<file path="src/rtl/sfc_pkg.sv">
package sfc_pkg;

  typedef enum logic [1:0] {
    RES_GT = 2'd0,
    RES_LT = 2'd1,
    RES_EQ = 2'd2,
    RES_UN = 2'd3
  } cmp_res_e;

  typedef struct packed {
    logic zf;
    logic pf;
    logic cf;
    logic ovf;
    logic sgn;
    logic aux;
  } flags_t;

  function automatic flags_t encode_flags(cmp_res_e res);
    flags_t f;
    f = '0;
    unique case (res)
      RES_GT: {f.zf, f.pf, f.cf} = 3'b000;
      RES_LT: {f.zf, f.pf, f.cf} = 3'b001;
      RES_EQ: {f.zf, f.pf, f.cf} = 3'b100;
      default: {f.zf, f.pf, f.cf} = 3'b111;
    endcase
    return f;
  endfunction

endpackage

</file>
<file path="src/rtl/sfc_classify.sv">
module sfc_classify #(
  parameter int EXP_W  = 8,
  parameter int FRAC_W = 23,
  localparam int W     = 1 + EXP_W + FRAC_W
) (
  input  logic [W-1:0] op_i,
  output logic         sign_o,
  output logic [W-2:0] mag_o,
  output logic         nan_o,
  output logic         snan_o,
  output logic         zero_o,
  output logic         denorm_o
);
  logic [EXP_W-1:0]  exp_f;
  logic [FRAC_W-1:0] frac_f;
  logic exp_max, exp_min, frac_nz;

  assign sign_o  = op_i[W-1];
  assign mag_o   = op_i[W-2:0];
  assign exp_f   = op_i[W-2:FRAC_W];
  assign frac_f  = op_i[FRAC_W-1:0];
  assign exp_max = &exp_f;
  assign exp_min = ~|exp_f;
  assign frac_nz = |frac_f;

  assign nan_o    = exp_max && frac_nz;
  // quiet bit is the fraction MSB
  assign snan_o   = nan_o && !frac_f[FRAC_W-1];
  assign zero_o   = exp_min && !frac_nz;
  assign denorm_o = exp_min && frac_nz;

  always_comb begin
    a_r7_snan_is_nan: assert (!snan_o || nan_o);
    a_r8_den_not_zero: assert (!(denorm_o && zero_o));
  end
endmodule

</file>
<file path="src/rtl/sfc_order.sv">
module sfc_order
  import sfc_pkg::*;
#(
  parameter int MAG_W = 31
) (
  input  logic             sign_a_i,
  input  logic             sign_b_i,
  input  logic [MAG_W-1:0] mag_a_i,
  input  logic [MAG_W-1:0] mag_b_i,
  input  logic             nan_a_i,
  input  logic             nan_b_i,
  input  logic             zero_a_i,
  input  logic             zero_b_i,
  output cmp_res_e         res_o
);
  logic a_gt_mag, mag_eq;

  assign a_gt_mag = mag_a_i > mag_b_i;
  assign mag_eq   = mag_a_i == mag_b_i;

  always_comb begin
    if (nan_a_i || nan_b_i)            res_o = RES_UN;
    else if (zero_a_i && zero_b_i)     res_o = RES_EQ;
    else if (sign_a_i != sign_b_i)     res_o = sign_a_i ? RES_LT : RES_GT;
    else if (mag_eq)                   res_o = RES_EQ;
    else if (a_gt_mag ^ sign_a_i)      res_o = RES_GT;
    else                               res_o = RES_LT;
  end

  always_comb begin
    a_r4_nan_unordered: assert (!(nan_a_i || nan_b_i) || res_o == RES_UN);
    a_r5_zero_equal: assert (!(zero_a_i && zero_b_i) || res_o == RES_EQ);
  end
endmodule

</file>
<file path="src/rtl/sfc_flag_unit.sv">
module sfc_flag_unit
  import sfc_pkg::*;
#(
  parameter int EXP_W  = 8,
  parameter int FRAC_W = 23,
  localparam int W     = 1 + EXP_W + FRAC_W,
  localparam int N_OP  = 2
) (
  input  logic         clk_i,
  input  logic         rst_ni,
  input  logic         valid_i,
  input  logic         mode_sig_i,
  input  logic [W-1:0] op_a_i,
  input  logic [W-1:0] op_b_i,
  input  logic         mask_invalid_i,
  input  logic         mask_denormal_i,
  output logic         zf_o,
  output logic         pf_o,
  output logic         cf_o,
  output logic         of_o,
  output logic         sf_o,
  output logic         af_o,
  output logic         sticky_invalid_o,
  output logic         sticky_denormal_o,
  output logic         trap_o
);
  logic [N_OP-1:0][W-1:0] ops;
  logic [N_OP-1:0][W-2:0] mag;
  logic [N_OP-1:0] sgn, nan, snan, zro, den;

  assign ops[0] = op_a_i;
  assign ops[1] = op_b_i;

  for (genvar g = 0; g < N_OP; g++) begin : g_cls
    sfc_classify #(.EXP_W(EXP_W), .FRAC_W(FRAC_W)) u_cls (
      .op_i    (ops[g]),
      .sign_o  (sgn[g]),
      .mag_o   (mag[g]),
      .nan_o   (nan[g]),
      .snan_o  (snan[g]),
      .zero_o  (zro[g]),
      .denorm_o(den[g])
    );
  end

  cmp_res_e res;
  sfc_order #(.MAG_W(W-1)) u_ord (
    .sign_a_i(sgn[0]), .sign_b_i(sgn[1]),
    .mag_a_i (mag[0]), .mag_b_i (mag[1]),
    .nan_a_i (nan[0]), .nan_b_i (nan[1]),
    .zero_a_i(zro[0]), .zero_b_i(zro[1]),
    .res_o   (res)
  );

  logic exc_inv, exc_den, unmasked;
  assign exc_inv  = mode_sig_i ? |nan : |snan;
  assign exc_den  = |den;
  assign unmasked = (exc_inv && !mask_invalid_i) || (exc_den && !mask_denormal_i);

  flags_t flags_q;
  logic   st_inv_q, st_den_q, trap_q;

  always_ff @(posedge clk_i or negedge rst_ni) begin
    if (!rst_ni) begin
      flags_q  <= '0;
      st_inv_q <= 1'b0;
      st_den_q <= 1'b0;
      trap_q   <= 1'b0;
    end else begin
      trap_q <= valid_i && unmasked;
      if (valid_i) begin
        st_inv_q <= st_inv_q | exc_inv;
        st_den_q <= st_den_q | exc_den;
        if (!unmasked) flags_q <= encode_flags(res);
      end
    end
  end

  assign zf_o              = flags_q.zf;
  assign pf_o              = flags_q.pf;
  assign cf_o              = flags_q.cf;
  assign of_o              = flags_q.ovf;
  assign sf_o              = flags_q.sgn;
  assign af_o              = flags_q.aux;
  assign sticky_invalid_o  = st_inv_q;
  assign sticky_denormal_o = st_den_q;
  assign trap_o            = trap_q;

  a_r9_hold_on_trap: assert property (@(posedge clk_i) disable iff (!rst_ni)
    (valid_i && unmasked) |=> $stable({zf_o, pf_o, cf_o}) && trap_o);
  a_r11_idle_hold: assert property (@(posedge clk_i) disable iff (!rst_ni)
    !valid_i |=> $stable({zf_o, pf_o, cf_o, of_o, sf_o, af_o}) && !trap_o);
  a_r11_sticky_inv: assert property (@(posedge clk_i) disable iff (!rst_ni)
    sticky_invalid_o |=> sticky_invalid_o);
  a_r11_sticky_den: assert property (@(posedge clk_i) disable iff (!rst_ni)
    sticky_denormal_o |=> sticky_denormal_o);
  a_r2_parity_only_unordered: assert property (@(posedge clk_i) disable iff (!rst_ni)
    pf_o |-> (zf_o && cf_o));
  a_r10_masked_writes: assert property (@(posedge clk_i) disable iff (!rst_ni)
    (valid_i && !unmasked && (exc_inv || exc_den)) |=> !trap_o);
endmodule

</file>
<file path="config.mk">
export PLATFORM = sky130hd
export DESIGN_NAME = sfc_flag_unit
export DESIGN_NICKNAME = d
export VERILOG_FILES = /design/src/rtl/sfc_pkg.sv /design/src/rtl/sfc_classify.sv /design/src/rtl/sfc_order.sv /design/src/rtl/sfc_flag_unit.sv
export SDC_FILE = /design/constraint.sdc
export NUM_CORES = 1
export LEC_CHECK = 0
export BUFFER_PORTS_ARGS = -buffer_cell sky130_fd_sc_hd__buf_2
export CAP_MARGIN = 20
export CORE_MARGIN = 2
export CORE_UTILIZATION = 44
export CTS_CLUSTER_DIAMETER = 50
export DETAILED_ROUTE_END_ITERATION = 8
export GPL_ROUTABILITY_DRIVEN = 1
export PLACE_DENSITY = 0.83
export SYNTH_ARGS = -nofsm -noshare
export SYNTH_HDL_FRONTEND = slang
export SYNTH_SLANG_ARGS = --single-unit
</file>
<file path="constraint.sdc">
create_clock -name clk_i -period 0.85 [get_ports clk_i]
set_input_delay 0.0425 -clock clk_i [delete_from_list [all_inputs] [get_ports clk_i]]
set_output_delay 0.0425 -clock clk_i [all_outputs]
set_load 0.01 [all_outputs]
</file>
==> summary.txt <==
Timing
  – Unrepaired setup endpoints after global routing: true
  – Final Worst Setup Slack: -0.820 ns
  – Worst clock skew: 0 ns
  – Final Hold Viols: 0
  – Max Slew Vio Count: 0
  – Fmax: around 0.60 GHz
  – Period utilization: 197%
  – Relative slew slack: between 60 and 70%
  – Setup TNS: -3.92 ns
  – Final hold slack: 0.0604 ns
  – Setup Viol. Count Final: 7
  – Worst-Margin Slew: around 0.54 ns
  – Crit path time final: about 1.7 ns

Clocking
  – CTS clock-pin slew for the worst setup and hold paths: 0.05 ns
  – CTS buffer count: 3
  – CTS Sinks: 6
  – Root buffer cell: clkbuf_4
  – Worst-skew pair later-pin latency: between 0.2 and 0.3 ns
  – H-tree depth: 1
  – Clock buffer depth: 2
  – CTS tree: built

Pwr
  – Leakage: 1.32 nW
  – Clock power frac: 14.6%
  – Worst VDD drop: between 1 and 1.5 mV
  – Internal cell power: 1.08 mW
  – Comb pwr share: around two thirds
  – Flop pwr share: a little under a fifth
  – Pwr/cell area: between 600 and 700 nW/um^2
  – Sw Pwr: 0.728 mW
  – Net Sw Frac: between 40% and 50%

Cells and area
  – Post-Layout Inst Area: around 2600 sq um
  – Inserted Diodes: 0
  – Fillers: between 100 and 150
  – Util after Layout: around nine tenths
  – Most common cell after layout, fill and taps aside: buf_2
  – Final nets: 408
  – Layout cell share with drive strength beyond 1: about three fifths
  – Layout area overhead: 94.4%
  – Commonest non-fill, non-tap cells in the layout: 62 x buf_2, 46 x buf_4, 32 x inv_1, 18 x ha_1, 15 x buf_6

Setup path
  – Crit path arrival time: approximately 1.8 ns
  – Worst EP required: approximately 0.96 ns
  – Crit-path max cell delay: 0.51 ns
  – Kind of start point of the critical path: input pin
  – Critical-path top delay cell: nor4_1
  – Most frequent cell on the critical path: buf_4
  – Crit Path Max Fanout: 3
  – Critical path type: input pin to flip-flop
  – CP top delay family: simple AND/OR/NAND/NOR gates
  – Crit end category: flip-flop
  – CP Cell Sequence: buf_2 -> nor4_1 -> nand2_2 -> nor2_4 -> buf_4 -> buf_4 -> nand3_1 -> o211ai_1 -> a211o_1 -> a31oi_1
  – Worst path buffer plus inverter count: 3

Global routing
  – GR Util met1: a little under a third
  – Global route total overflow: 0
  – Global-route wire length before repair: slightly below 8 mm
  – Met2 usage: about 56%
  – Most Crowded Layer GR: met2
  – Initial antenna violation count: 0
  – Met3 Track Usage GR: 5.90%
  – GRT Total Usage: between 20% and 30%
  – Largest net degree at the start of global routing: 7
  – Vias in the first global route: approximately 1900

Routing
  – Total Routed Length: just under 7 mm
  – Initial DRC Count: approximately 220
  – Via count: a little over 2000
  – Pre-antenna DRT Iters: 5
  – Drt wl/cell: a little over 20 microns
  – DR vias/cell: 6.10
  – Post-DRT Antenna Nets: 0
  – Post-route DRC: 0

Run
  – Maxcap violations: 0

Place
  – Hpwl dp: 3.66 mm
  – # port buffers: 75
  – Placed cell area: 2200 sq um
  – Routability-driven placement congestion ratio: 0.867
  – Pre-CTS WS: -1.05 ns

Synthesis
  – Seq/Total Area, Yosys: between 10 and 15%
  – Cells after Synth: 178
  – Post-Syn Area: roughly 1300 sq um
  – Yosys cell types: 35
  – Yosys reg bits: 6
  – Mapped Avg Cell Area: between 7 and 8 sq um
  – Yosys warning total: 0

Run status
  – Status: finished with violations
  – Failing checks: setup timing

Die
  – Full die area: 3490 sq um
  – Core area: about 2800 sq um
  – Die span in y: approximately 60 microns
  – Initial core utilization: around 47%
  – I/O pin count: just under 80
  – Rows: 19
  – Die W: around 59 microns

Min path
  – Worst hold path type: input pin to flip-flop
==> sequential cells by signal, summed over array words and instances (netlist names) <==
signal and cells:
pf_o 1, sticky_invalid_o 1, sticky_denormal_o 1, zf_o 1, cf_o 1, trap_o 1
==> synthesized netlist by cell type <==
master     n  share of area, %
a211o_1    1              0.66
a211oi_1   3               1.7
a21o_1     4               2.2
a21o_2     1              0.66
a21oi_1    9               3.4
a221o_1    1              0.75
a221oi_1   3               2.0
a221oi_4   1               2.0
a22oi_1    1              0.56
a31oi_1    1              0.47
a41oi_1    1              0.66
and2_1     1              0.47
and4_1     1              0.66
buf_4      3               1.7
conb_1     1              0.28
dfrtp_1    6                11
ha_1      31                29
inv_1     36                10
nand2_1   13               3.7
nand3_1    6               2.2
nand4_1   10               4.7
nor2_1    12               3.4
nor2_2     1              0.47
nor2_4     1              0.84
nor2b_1    1              0.47
nor3_1     3               1.1
nor4_1    13               6.1
nor4_2     2               1.9
o211ai_1   1              0.56
o21a_1     1              0.56
o21ai_0    5               1.9
o21ai_1    1              0.37
o22ai_4    1               1.5
o32ai_2    1               1.2
or4_1      1              0.56
==> layout make-up <==
class,count,area (sq um),share of cell area [%]
tap,31,38.8,1.49
sequential,6,150,5.79
multi-input combinational,135,1380,53.0
clock buffer,3,22.5,0.868
inverter,36,158,6.08
timing repair buffer,125,850,32.7
==> metrics by stage <==
stage | cells | total power, mW
floorplan | 180 | 0.730
CTS | 330 | 1.58
detailed placement | 326 | 1.22
global route | 336 | 1.93
global placement | 326 | 1.19
finish | 336 | 1.81
==> power groups by stage <==
stage               combinational [mW]  clock (mW)  sequential, mW
detailed placement               0.892           0           0.331
global placement                 0.863           0           0.331
global route                      1.29       0.300           0.332
finish                            1.21       0.264           0.332
CTS                              0.984       0.268           0.328
floorplan                        0.385           0           0.345
==> worst paths after layout <==
check,startpoint,slack [ns],cells after the start,to
max in group asynchronous,rst_ni,0.54,2,pf_o
worst max-delay path,op_b_i[15],-0.82,10,cf_o
min in group asynchronous,rst_ni,0.16,2,sticky_denormal_o
worst min-delay path,valid_i,0.06,2,sticky_denormal_o
worst min register to register,sticky_invalid_o,0.47,1,sticky_invalid_o
worst max register to register,cf_o,0.13,2,cf_o
==> per-layer routing <==
| metal | up-vias | part of all wire [%] |
|---|---|---|
| met4 | 0 | 6.5 |
| met5 | - | 0 |
| met2 | 150 | 49 |
| met3 | 53 | 8.1 |
| li1 | 910 | - |
| met1 | 936 | 36 |
==> worst reg2reg max path, cell delays in order (launching register included) <==
cell     delay (ns)
dfrtp_1        0.38
nor2_1         0.15
a31oi_1        0.06
==> repair_timing <==
action | in CTS | in global routing
hold buffers | 1 | 0
buffers inserted | 0 | 6
resized for setup | 32 | 31
endpoints found under the setup margin | 6 | 6
pin swaps | 23 | 17
hold endpoints to repair | 6 | 0
gates cloned | 0 | 0
==> logic make-up after synthesis <==
group                      synth area share [%]
AOI/OAI and AO/OA                          21.1
adders and majority gates                  29.1
buffers and inverters                      11.8
DFF                                        11.2
other                                     0.281
and+or+nand+nor                            26.5
Note: power is estimated with default switching activity, not from simulation.
